## config.mk

```make
export PLATFORM = sky130hd
export DESIGN_NAME = phys_free_list
export DESIGN_NICKNAME = d
export VERILOG_FILES = /design/src/rtl/pfl_pkg.sv /design/src/rtl/pfl_decode.sv /design/src/rtl/pfl_pool.sv /design/src/rtl/phys_free_list.sv
export SDC_FILE = /design/constraint.sdc
export NUM_CORES = 1
export LEC_CHECK = 0
export ABC_AREA = 1
export BUFFER_PORTS_ARGS = -buffer_cell sky130_fd_sc_hd__buf_2
export CAP_MARGIN = 15
export CORE_MARGIN = 3
export CORE_UTILIZATION = 55
export CTS_CLUSTER_SIZE = 10
export DETAILED_ROUTE_END_ITERATION = 7
export PLACE_DENSITY = 0.73
export SLEW_MARGIN = 20
export SYNTH_ARGS = -nofsm -noshare
export SYNTH_HDL_FRONTEND = slang
export SYNTH_SLANG_ARGS = --single-unit
```

## constraint.sdc

```tcl
create_clock -name clk -period 10.3 [get_ports clk]
set_clock_uncertainty 0.15 [all_clocks]
set_input_delay 0.515 -clock clk [delete_from_list [all_inputs] [get_ports clk]]
set_output_delay 0.515 -clock clk [all_outputs]
set_load 0.05 [all_outputs]
```

## src/rtl/pfl_pkg.sv

```systemverilog
package pfl_pkg;
  localparam int NUM_CLS = 4;

  typedef enum logic [1:0] {
    CLS_INT = 2'd0,
    CLS_FP  = 2'd1,
    CLS_CC  = 2'd2,
    CLS_VEC = 2'd3
  } reg_cls_e;
endpackage

```

## src/rtl/pfl_decode.sv

```systemverilog
// Range decode of a physical number into its register class.
module pfl_decode
  import pfl_pkg::*;
#(
  parameter int IDX_W   = 5,
  parameter int FP_BASE = 8,
  parameter int CC_BASE = 16,
  parameter int VEC_BASE = 20
) (
  input  logic [IDX_W-1:0] idx,
  output reg_cls_e         cls
);
  localparam logic [IDX_W:0] FP_B  = FP_BASE[IDX_W:0];
  localparam logic [IDX_W:0] CC_B  = CC_BASE[IDX_W:0];
  localparam logic [IDX_W:0] VEC_B = VEC_BASE[IDX_W:0];

  logic [IDX_W:0] idx_x;
  assign idx_x = {1'b0, idx};

  // Checked in priority order; anything past the cc range is vector.
  always_comb begin
    if (idx_x < FP_B)       cls = CLS_INT;
    else if (idx_x < CC_B)  cls = CLS_FP;
    else if (idx_x < VEC_B) cls = CLS_CC;
    else                    cls = CLS_VEC;
  end
endmodule

```

## src/rtl/pfl_pool.sv

```systemverilog
// One class pool: circular buffer, one pop and up to two pushes per cycle.
module pfl_pool #(
  parameter int IDX_W = 5,
  parameter int CNT_W = 4,
  parameter int DEPTH = 8,
  parameter int RSV   = 2,
  parameter int BASE  = 0
) (
  input  logic             clk,
  input  logic             rst_n,
  input  logic             pop_req,
  input  logic             push_a,
  input  logic [IDX_W-1:0] idx_a,
  input  logic             push_b,
  input  logic [IDX_W-1:0] idx_b,
  output logic [IDX_W-1:0] head_idx,
  output logic [CNT_W-1:0] cnt,
  output logic             pop_bad,
  output logic             push_drop
);
  localparam int PW       = (DEPTH > 1) ? $clog2(DEPTH) : 1;
  localparam int FILL     = DEPTH - RSV;
  localparam int TAIL_RST = FILL % DEPTH;

  logic [IDX_W-1:0] mem_q [DEPTH];
  logic [IDX_W-1:0] mem_d [DEPTH];
  logic [PW-1:0]    head_q, head_d, tail_q, tail_d, tail_b;
  logic [CNT_W-1:0] cnt_q, cnt_d, room;
  logic             pop_ok, acc_a, acc_b, mem_en;

  function automatic logic [PW-1:0] wrap_inc(input logic [PW-1:0] p);
    return (p == PW'(DEPTH - 1)) ? '0 : p + 1'b1;
  endfunction

  always_comb begin
    pop_ok  = pop_req && (cnt_q != '0);
    pop_bad = pop_req && (cnt_q == '0);
    // Free slots after this cycle's pop; a pop frees the head slot.
    room    = CNT_W'(DEPTH) - cnt_q + CNT_W'(pop_ok);
    acc_a   = push_a && (room != '0);
    acc_b   = push_b && (room > CNT_W'(acc_a));
    push_drop = (push_a && !acc_a) || (push_b && !acc_b);
    tail_b  = acc_a ? wrap_inc(tail_q) : tail_q;
    tail_d  = acc_b ? wrap_inc(tail_b) : tail_b;
    head_d  = pop_ok ? wrap_inc(head_q) : head_q;
    cnt_d   = cnt_q + CNT_W'(acc_a) + CNT_W'(acc_b) - CNT_W'(pop_ok);
    mem_en  = acc_a || acc_b;
    mem_d   = mem_q;
    if (acc_a) mem_d[tail_q] = idx_a;
    if (acc_b) mem_d[tail_b] = idx_b;
  end

  always_ff @(posedge clk or negedge rst_n) begin
    if (!rst_n) begin
      for (int i = 0; i < DEPTH; i++)
        mem_q[i] <= (i < FILL) ? IDX_W'(BASE + RSV + i) : '0;
      head_q <= '0;
      tail_q <= PW'(TAIL_RST);
      cnt_q  <= CNT_W'(FILL);
    end else begin
      if (mem_en) begin
        mem_q  <= mem_d;
        tail_q <= tail_d;
      end
      if (pop_ok) head_q <= head_d;
      if (mem_en || pop_ok) cnt_q <= cnt_d;
    end
  end

  assign head_idx = mem_q[head_q];
  assign cnt      = cnt_q;

  AST_CNT_LIMIT: assert property (@(posedge clk) disable iff (!rst_n)
    int'(cnt_q) <= DEPTH);
  AST_EMPTY_POP_HOLD: assert property (@(posedge clk) disable iff (!rst_n)
    (pop_req && cnt_q == '0 && !push_a && !push_b) |=> (cnt_q == '0));
  AST_SWAP_HOLD: assert property (@(posedge clk) disable iff (!rst_n)
    (pop_req && cnt_q != '0 && push_a && !push_b) |=> $stable(cnt_q));
  AST_FULL_DROP: assert property (@(posedge clk) disable iff (!rst_n)
    (int'(cnt_q) == DEPTH && !pop_req && (push_a || push_b)) |=> $stable(cnt_q));
  AST_DUAL_PUSH: assert property (@(posedge clk) disable iff (!rst_n)
    (int'(cnt_q) + 2 <= DEPTH && push_a && push_b && !pop_req)
      |=> (cnt_q == $past(cnt_q) + CNT_W'(2)));
endmodule

```

## src/rtl/phys_free_list.sv

```systemverilog
module phys_free_list
  import pfl_pkg::*;
#(
  parameter int INT_N = 8,
  parameter int INT_R = 2,
  parameter int FP_N  = 8,
  parameter int FP_R  = 2,
  parameter int CC_N  = 4,
  parameter int CC_R  = 1,
  parameter int VEC_N = 8,
  parameter int VEC_R = 2,
  localparam int TOTAL    = INT_N + FP_N + CC_N + VEC_N,
  localparam int IDX_W    = $clog2(TOTAL),
  localparam int MAX_AB   = (INT_N > FP_N) ? INT_N : FP_N,
  localparam int MAX_CD   = (CC_N > VEC_N) ? CC_N : VEC_N,
  localparam int MAX_N    = (MAX_AB > MAX_CD) ? MAX_AB : MAX_CD,
  localparam int CNT_W    = $clog2(MAX_N + 1)
) (
  input  logic                      clk,
  input  logic                      rst_n,
  input  logic [NUM_CLS-1:0]        alloc_req,
  output logic [NUM_CLS*IDX_W-1:0]  alloc_idx,
  input  logic [NUM_CLS-1:0]        rel_vld,
  input  logic [NUM_CLS*IDX_W-1:0]  rel_idx,
  input  logic                      urel_vld,
  input  logic [IDX_W-1:0]          urel_idx,
  output logic [NUM_CLS*CNT_W-1:0]  free_cnt,
  output logic [NUM_CLS-1:0]        nonempty,
  output logic                      alloc_err,
  output logic                      ovf_err
);
  localparam int FP_BASE  = INT_N;
  localparam int CC_BASE  = INT_N + FP_N;
  localparam int VEC_BASE = INT_N + FP_N + CC_N;

  reg_cls_e         ucls;
  logic [NUM_CLS-1:0] pop_bad, push_drop;
  logic             aerr_q, aerr_d, oerr_q, oerr_d;

  pfl_decode #(
    .IDX_W(IDX_W), .FP_BASE(FP_BASE), .CC_BASE(CC_BASE), .VEC_BASE(VEC_BASE)
  ) u_decode (
    .idx (urel_idx),
    .cls (ucls)
  );

  for (genvar g = 0; g < NUM_CLS; g++) begin : g_cls
    localparam int DEP = (g == 0) ? INT_N : (g == 1) ? FP_N : (g == 2) ? CC_N : VEC_N;
    localparam int RSV = (g == 0) ? INT_R : (g == 1) ? FP_R : (g == 2) ? CC_R : VEC_R;
    localparam int BAS = (g == 0) ? 0 : (g == 1) ? FP_BASE : (g == 2) ? CC_BASE : VEC_BASE;
    logic push_u;
    assign push_u = urel_vld && (ucls == reg_cls_e'(g));

    pfl_pool #(
      .IDX_W(IDX_W), .CNT_W(CNT_W), .DEPTH(DEP), .RSV(RSV), .BASE(BAS)
    ) u_pool (
      .clk       (clk),
      .rst_n     (rst_n),
      .pop_req   (alloc_req[g]),
      .push_a    (rel_vld[g]),
      .idx_a     (rel_idx[g*IDX_W +: IDX_W]),
      .push_b    (push_u),
      .idx_b     (urel_idx),
      .head_idx  (alloc_idx[g*IDX_W +: IDX_W]),
      .cnt       (free_cnt[g*CNT_W +: CNT_W]),
      .pop_bad   (pop_bad[g]),
      .push_drop (push_drop[g])
    );

    assign nonempty[g] = (free_cnt[g*CNT_W +: CNT_W] != '0);
  end

  always_comb begin
    aerr_d = aerr_q | (|pop_bad);
    oerr_d = oerr_q | (|push_drop);
  end

  always_ff @(posedge clk or negedge rst_n) begin
    if (!rst_n) begin
      aerr_q <= 1'b0;
      oerr_q <= 1'b0;
    end else begin
      if (|pop_bad)   aerr_q <= aerr_d;
      if (|push_drop) oerr_q <= oerr_d;
    end
  end

  assign alloc_err = aerr_q;
  assign ovf_err   = oerr_q;

  AST_ALLOC_ERR_STICKY: assert property (@(posedge clk) disable iff (!rst_n)
    alloc_err |=> alloc_err);
  AST_OVF_ERR_STICKY: assert property (@(posedge clk) disable iff (!rst_n)
    ovf_err |=> ovf_err);
  AST_EMPTY_ALLOC_FLAG: assert property (@(posedge clk) disable iff (!rst_n)
    (|(alloc_req & ~nonempty)) |=> alloc_err);
endmodule

```

==> impl_results.md, run 1 <==
* Wirelength per Cell at 15.1 µm
* Slowest cell on crit path: nor2_2
* Via Count at ~13000
* Post-synthesis xor/xnor area fraction at 0.848%
* Global routing met2 resource utilization at 47.1%
* Asr flop ratio synth at 100%
* #FFs+latches synth at between 150 and 200
* Max Cap Viol at 0
* Setup ws final at 5.07 ns
* Area contributors post-synth: dfrtp_1, nand2_1, dfstp_2, inv_1, o21ai_0
* Mux share of post-synthesis cell area at 0%
* CP endpoint kind: flip-flop
* Critical-path maximum fanout at 43
* CTS H-tree lvls at 4
* I/O Buffers at between 70 and 80
* DRC at 2
* Area growth, synth to finish at 7.89%
* Critical Path Stages at 19
* Die Y at 162 µm
* Compound-Gate Fraction of Synth Area at approximately an eighth
* Status: finished with violations
* Die W at 162 µm
* Post-synth EDFFs at 0
* Post-CTS Setup Inserts at 0
* Vias in the first global route at around 12000
* First-pass GRT wire length at approximately 60000 µm
* CP Buf/Inv Count at 4
* Max Fclk at ~190 MHz
* Crit path max-delay family: simple AND/OR/NAND/NOR gates
* Synth cell types at between 40 and 50
* Grt met3 use at around 3.5%
* Min Clock Period, post-route at 5.23 ns
* CTS Root Cell: clkbuf_16
* GRT Util Overall at around 28%
* Post-Synthesis Cells at 2021
* Final Hold Slack at between 0.05 and 0.06 ns
* Dpl ws at slightly above 5 ns
* Top cell by count, worst path: ha_1
* Final hold viol count at 0
* Initial Utilization at a little under three fifths
* Clk pin slew, worst setup/hold paths at roughly 0.08 ns
* Syn. warnings at 0
* Row count at 56
* Layout cell share with drive strength beyond 1 at roughly 12%
* Met1 global-route usage at 37.4%
* Startpoint Class: flip-flop
* Clock latency at the later pin of the worst-skew pair at around 0.44 ns
* CTS buffer count at 17
* Initial antenna violation count at 1
* Vias per inst at 5.32
* Setup Total Neg Slack at 0 ns
* CTS tree: built
* Core area at approximately 0.024 mm²
* CP peak stage delay at about 0.83 ns
* Period utilisation layout at about half
* Max-slew violation count at 0
* Register area share after synthesis at approximately 34%
* Reg2Reg Capture Point: g_cls[3].u_pool.mem_q[15]
* # setup viols final at 0
* GPL Wtd Cong at slightly above 0.9
* Critical Path RT at ~11 ns
* Synth Area in Adders at between 6 and 7%
* Power per standard cell area at 369 mW/mm²
* Aggregate global routing overflow at 0
* Placed Area at between 0.01 and 0.015 mm²
* Fill cells at about 2200
* Synth Flop Type: dfrtp_1
* Busiest layer in global routing: met2
* Synth Area in Simple Gates at between 30% and 40%
* Design area at between 0.01 and 0.015 mm²
* Synth Area per Inst at roughly 6.6 µm²
* Largest net degree at the start of global routing at 114
* Failing checks: design-rule violations
* Worst Hold Class: in2async
* Slew HR at between 20% and 30%
* DPL Wire Length at between 20000 and 25000 µm
* RSZ-0062 raised after global routing: no
* Area of the die at approximately 0.026 mm²
* Hold Buf Count CTS at 0
* Detailed-route wire length at roughly 36000 µm
* I/O pin cnt at 78
* Final nets at between 2000 and 2500
* Clock sinks at 180
* Mapped cell area at between 0.01 and 0.015 mm²
* Routed Antenna Nets at 0
* Critical Path AT at 5.46 ns
* 1st-pass router iterations at 8
* Antenna cell count at 0
* Critical path class: reg2reg
* Actual slew at the worst max-slew pin at roughly 1.1 ns
* Syn Nets at ~2100
* Clk buf depth at 2
* Drt initial violations at ~1200
* Worst VDD drop at 304 µV
* Post-synth top area cell: dfrtp_1
* Yosys top cell area share at between 20% and 30%
* R2r startpoint: g_cls[3].u_pool.cnt[2]
* Setup slack, reg-to-reg at slightly above 5 ns
* CP Cell Sequence: inv_2, ha_1, nand3_1, nand2_1, ha_1, inv_2, ha_1, nor2_1, nand4_4, nand2_4, inv_1, ha_1, o21bai_1, o21ai_2, nor2_2, nand2_2, nand2_1, nand2_1, inv_1
* Worst Setup EP: g_cls[3].u_pool.mem_q[15]
* Post-CTS resize count at 0
* Main combinational cell family by area after synthesis: simple AND/OR/NAND/NOR gates
* FF-to-FF path depth at 19
* Pleak at 7.83 nW
* Worst Setup SP: g_cls[3].u_pool.cnt[2]
* Final Core Density at just over 60%
[worst register-to-register path, delay by kind of cell (launching register included)]
family	cells	cell delay [ns]
and+or+nand+nor	9	2.20
adders and majority gates	4	1.13
buffers and inverters	4	0.80
DFF	1	0.55
AOI/OAI and AO/OA	2	0.33
[cell usage in the layout, fill, tap and decap left out, drive strengths merged]
cell type	n
nand4	12
and2	8
or2	1
clkinv	12
buf	78
nand3b	16
ha	56
o21bai	2
nor2	204
nand3	138
nor3	3
o2111ai	1
o21ai	203
nand2	734
inv	288
bufinv	3
xor2	10
a21oi	24
a31oi	15
or3	1
xnor2	3
dfrtp	110
clkbuf	20
o211ai	22
o22ai	23
dfstp	70
fa	8
[flip-flops by register name (all words and copies together) (netlist names)]
| register | cells |
|---|---|
| g_cls.u_pool.tail_q | 11 |
| alloc_err | 1 |
| ovf_err | 1 |
| g_cls.u_pool.mem_q | 140 |
| g_cls.u_pool.cnt | 16 |
| g_cls.u_pool.head_q | 11 |
[final cells by class]
cell class / count / area (µm²) / share of cell area [%]
multi-input cells: 1484 / 7390 / 51.0
well taps: 319 / 399 / 2.75
clock inverters: 13 / 173 / 1.19
repair buffers: 79 / 409 / 2.82
clock buffers: 19 / 443 / 3.06
flip-flops and latches: 180 / 4590 / 31.7
inverters: 290 / 1090 / 7.51
[cells by family (layout without fill, tap and decap cells)]
kind of cell / Yosys count / after routing
AOI/OAI and AO/OA: 290 / 290
xor gates and xnor gates: 13 / 13
and+or+nand+nor: 1117 / 1117
buffers and inverters: 357 / 401
adders and majority gates: 64 / 64
DFF: 180 / 180
[Yosys cell counts (6+ instances only)]
master	number
a21oi_1	24
nand3b_1	16
nand2_4	10
ha_1	56
dfrtp_1	110
clkbuf_1	29
buf_6	6
o21ai_0	189
nand4_1	8
nand2_2	14
buf_4	13
o211ai_1	22
clkinv_1	6
o21ai_1	11
nor2_4	14
nand3_1	133
dfstp_2	70
nor2_1	181
inv_1	269
fa_1	8
xor2_1	10
a31oi_1	15
o22ai_1	23
nor2_2	7
buf_2	15
nand2_1	710
and2_1	8
inv_2	15
[through the flow]
stage,std cells,power [W]
5_1_grt,2384,0.00585
6_report,2384,0.00534
3_5_place_dp,2352,0.00461
3_3_place_gp,2352,0.00452
4_1_cts,2384,0.00534
2_1_floorplan,2021,0.00392
[routing by layer]
metal	wire, µm	up-vias
met5	7	-
met4	873	2
met3	2340	76
met2	17000	420
met1	15700	5786
li1	-	6389
[where the power goes]
group          total, W  switching (W)  internal [W]
clock network  0.000705       0.000311      0.000394
registers       0.00149       0.000349       0.00114
logic           0.00314        0.00215      0.000994
total           0.00534        0.00281       0.00253
[how the worst min path moves through the flow]
stage / cells after the start / slack (ns) / end
detailed placement: 1 / 0.31 / alloc_err
global route: 1 / 0.13 / g_cls[0].u_pool.mem_q[38]
global placement: 1 / 0.30 / alloc_err
finish: 1 / 0.05 / g_cls[0].u_pool.mem_q[39]
CTS: 1 / 0.14 / g_cls[0].u_pool.mem_q[39]
floorplan: 0 / 0.07 / alloc_err
No activity file was read; power rests on OpenSTA's default activity.
==> run 2: changes to the inputs <==
--- a/config.mk
+++ b/config.mk
@@ -5,14 +5,14 @@
 export SDC_FILE = /design/constraint.sdc
 export NUM_CORES = 1
 export LEC_CHECK = 0
-export ABC_AREA = 1
+export ABC_AREA = 0
 export BUFFER_PORTS_ARGS = -buffer_cell sky130_fd_sc_hd__buf_2
 export CAP_MARGIN = 15
 export CORE_MARGIN = 3
 export CORE_UTILIZATION = 55
 export CTS_CLUSTER_SIZE = 10
 export DETAILED_ROUTE_END_ITERATION = 7
-export PLACE_DENSITY = 0.73
+export PLACE_DENSITY = 0.74
 export SLEW_MARGIN = 20
 export SYNTH_ARGS = -nofsm -noshare
 export SYNTH_HDL_FRONTEND = slang
==> constraint.sdc (replaced) <==
create_clock -name clk -period 4.9 [get_ports clk]
set_clock_uncertainty 0.15 [all_clocks]
set_input_delay 0.245 -clock clk [delete_from_list [all_inputs] [get_ports clk]]
set_output_delay 0.245 -clock clk [all_outputs]
set_load 0.05 [all_outputs]
==> run 2 against run 1 <==
Net effect: the flow now finishes without violations; wire length decreased by 22%; critical path depth unchanged; combinational power increased by 71%; clock power increased by 110%; count of clock-buffer cells in the layout unchanged; synthesized cell count decreased by 45%; power increased by 89%; core utilization increased by 2.0 points; setup slack got worse by 4.7 ns; register-to-register slack got worse by 4.7 ns; critical path type unchanged.
==> impl_results.md, run 2 <==
* Status: completed
* Synth Area per Inst at 10.4 µm² (+56%)
* Area contributors post-synth: dfrtp_1, dfstp_2, mux4_2, ha_1, mux2i_1
* Min Clock Period, post-route at 4.52 ns (-0.701 ns)
* I/O pin cnt at 78 (unchanged)
* Clk pin slew, worst setup/hold paths at 0.06 ns (-0.02 ns)
* Post-synth EDFFs at 0 (unchanged)
* Max reg flops at 140 (unchanged)
* Worst Hold Class: in2reg
* Critical path class: reg2reg
* Placed Area at 0.0122 mm² (-12%)
* CTS Root Cell: clkbuf_16
* Aggregate global routing overflow at 0 (unchanged)
* Final hold viol count at 0 (unchanged)
* GRT Util Overall at 25.3% (-2.5 points)
* Final nets at 1273 (-41%)
* Critical Path RT at 5.10 ns (-5.43 ns)
* Startpoint Class: flip-flop
* Worst VDD drop at 496 µV (+63%)
* Count leader, synth: dfrtp_1
* DPL Wire Length at 20000 µm (-20%)
* Critical Path AT at 4.72 ns (-0.74 ns)
* Routed Antenna Nets at 0 (unchanged)
* Period utilisation layout at 92.3% (+42 points)
* Post-synth top cells: dfrtp_1, nand2_1, nor2_1
* 1st-pass router iterations at 5 (-3)
* Core area at 0.0205 mm² (-14%)
* Die Y at 151 µm (-6.8%)
* CTS H-tree lvls at 4 (unchanged)
* Max-slew violation count at 0 (unchanged)
* CP endpoint kind: flip-flop
* Antenna cell count at 0 (unchanged)
* Via Count at 8853 (-30%)
* Pleak at 5.65 nW (-28%)
* Power per standard cell area at 781 mW/mm² (+110%)
* #FFs+latches synth at 180 (unchanged)
* Wirelength per Cell at 19.3 µm (+28%)
* Syn Nets at 1217 (-43%)
* Design area at 0.0129 mm² (-11%)
* Clk buf depth at 2 (unchanged)
* Pwr Total at 0.0101 W (+89%)
* Mapped cell area at 0.0116 mm² (-14%)
* Commonest non-fill, non-tap cell in the layout: dfrtp_1
* Critical-path maximum fanout at 9 (-79%)
* Post-CTS resize count at 0 (unchanged)
* Clock sinks at 180 (unchanged)
* Largest net degree at the start of global routing at 94 (-18%)
* Synth cell types at 76 (+81%)
* Vias in the first global route at 8635 (-28%)
* I/O Buffers at 77 (unchanged)
* Synth Flop Type: dfrtp_1
* Actual slew at the worst max-slew pin at 0.829 ns (-0.283 ns)
* Layout cell share with drive strength beyond 1 at 26.7% (+14 points)
* Drt initial violations at 717 (-41%)
* Max Fclk at 221 MHz (+15%)
* Initial antenna violation count at 0 (-1)
* CTS buffer count at 17 (unchanged)
* First-pass GRT wire length at 46000 µm (-23%)
* Die W at 151 µm (-6.8%)
* Final Core Density at 63.0% (+2.0 points)
* Area growth, synth to finish at 11.3%
* Post-Synthesis Cells at 1117 (-45%)
* # setup viols final at 0 (unchanged)
* Area of the die at 0.0229 mm² (-13%)
* Commonest cells after routing, fill and taps aside: dfrtp_1, nand2_1, nor2_1, buf_2, dfstp_2
* CTS tree: built
* Initial Utilization at 56.6% (+0.076 points)
* Slew HR at 44.7% (+19 points)
* Register area share after synthesis at 39.6% (+5.4 points)
* Row count at 52 (-7.1%)
* RSZ-0062 raised after global routing: no
* Post-synth top area cell: dfrtp_1
* Syn. warnings at 0 (unchanged)
* Biggest register: g_cls.u_pool.mem_q
* Max Cap Viol at 0 (unchanged)
* Detailed-route wire length at 28100 µm (-22%)
* Clock latency at the later pin of the worst-skew pair at 0.43 ns (about the same)
* Yosys top cell area share at 23.7% (+3.2 points)
* Asr flop ratio synth at 100% (unchanged)
* GPL Wtd Cong at 0.895 (-1.2%)
* Vias per inst at 6.08 (+14%)
* DRC at 0 (-2)
[run 2: path summary, 6_finish.rpt]
check / startpoint / end / slack [ns] / cells after the start
worst max-delay path: g_cls[1].u_pool.cnt[2] / g_cls[1].u_pool.cnt[1] / 0.38 / 19
worst min-delay path: alloc_req[2] / alloc_err / 0.01 / 3
worst max register to register: g_cls[1].u_pool.cnt[2] / g_cls[1].u_pool.cnt[1] / 0.38 / 19
worst min register to register: g_cls[3].u_pool.mem_q[14] / g_cls[3].u_pool.mem_q[14] / 0.33 / 2
max in group asynchronous: rst_n / g_cls[1].u_pool.mem_q[28] / 3.28 / 3
min in group asynchronous: rst_n / g_cls[2].u_pool.mem_q[18] / 0.30 / 2
[run 2: through the flow]
stage / setup WS [ns] / instances / hold slack (ns) / setup TNS [ns]
after floorplan: -0.0198 / 1117 / -0.201 / -0.0198
after global placement: 0.549 / 1415 / 0.229 / 0
after detailed placement: 0.406 / 1415 / 0.220 / 0
after CTS: 0.369 / 1456 / 0.00165 / 0
after global routing: 0.0755 / 1456 / 0.0122 / 0
final: 0.376 / 1456 / 0.0139 / 0
[run 2: report_power, final]
| group | leakage [nW] | internal [W] | total, W | switching (W) |
|---|---|---|---|---|
| registers | 2.03 | 0.00244 | 0.00322 | 0.000781 |
| clock network | 0.305 | 0.000877 | 0.00149 | 0.000617 |
| logic | 3.31 | 0.00225 | 0.00537 | 0.00312 |
[run 2: per-layer routing]
| layer | wire length [µm] | GRT usage [%] |
|---|---|---|
| met4 | 355 | 5.62 |
| met1 | 12500 | 35.3 |
| met5 | 0 | 0 |
| met2 | 13600 | 41.7 |
| met3 | 1640 | 4.43 |
[run 2: worst max-delay path, stage by stage (launching register included)]
cell and delay, ns:
dfstp_2 0.57, inv_1 0.09, ha_1 0.23, nand2_2 0.07
nand2_1 0.17, ha_1 0.26, inv_1 0.05, ha_1 0.30
nor3b_4 0.31, a21boi_4 0.09, ha_1 0.29, nor2_1 0.07
nor3_4 0.29, and2_4 0.25, or2b_4 0.17, inv_2 0.08
fa_1 0.39, inv_1 0.08, fa_1 0.40, mux2i_1 0.15
[run 2: kinds of logic (layout without fill, tap and decap cells)]
family | after synthesis | after routing | share of synthesized area (%)
compound gates | 217 | 217 | 14.0
xor+xnor | 21 | 21 | 1.71
fa+ha+maj | 64 | 64 | 7.42
buf+inv | 111 | 180 | 3.75
flops | 180 | 180 | 39.6
mux | 151 | 151 | 17.4
simple gates | 373 | 373 | 16.2
[run 2: area by class of cell]
type,count,area (µm²)
Sequential cell,180,4590
Multi-Input combinational cell,826,6590
Timing Repair Buffer,94,554
Inverter,54,203
Clock buffer,19,443
Clock inverter,13,196
Tap cell,270,338
Fill cell,1628,7580
[run 2: what timing repair did]
item / CTS / global route
hold buffers: 9 / 0
buffers inserted: 0 / 0
hold endpoints to repair: 83 / 0
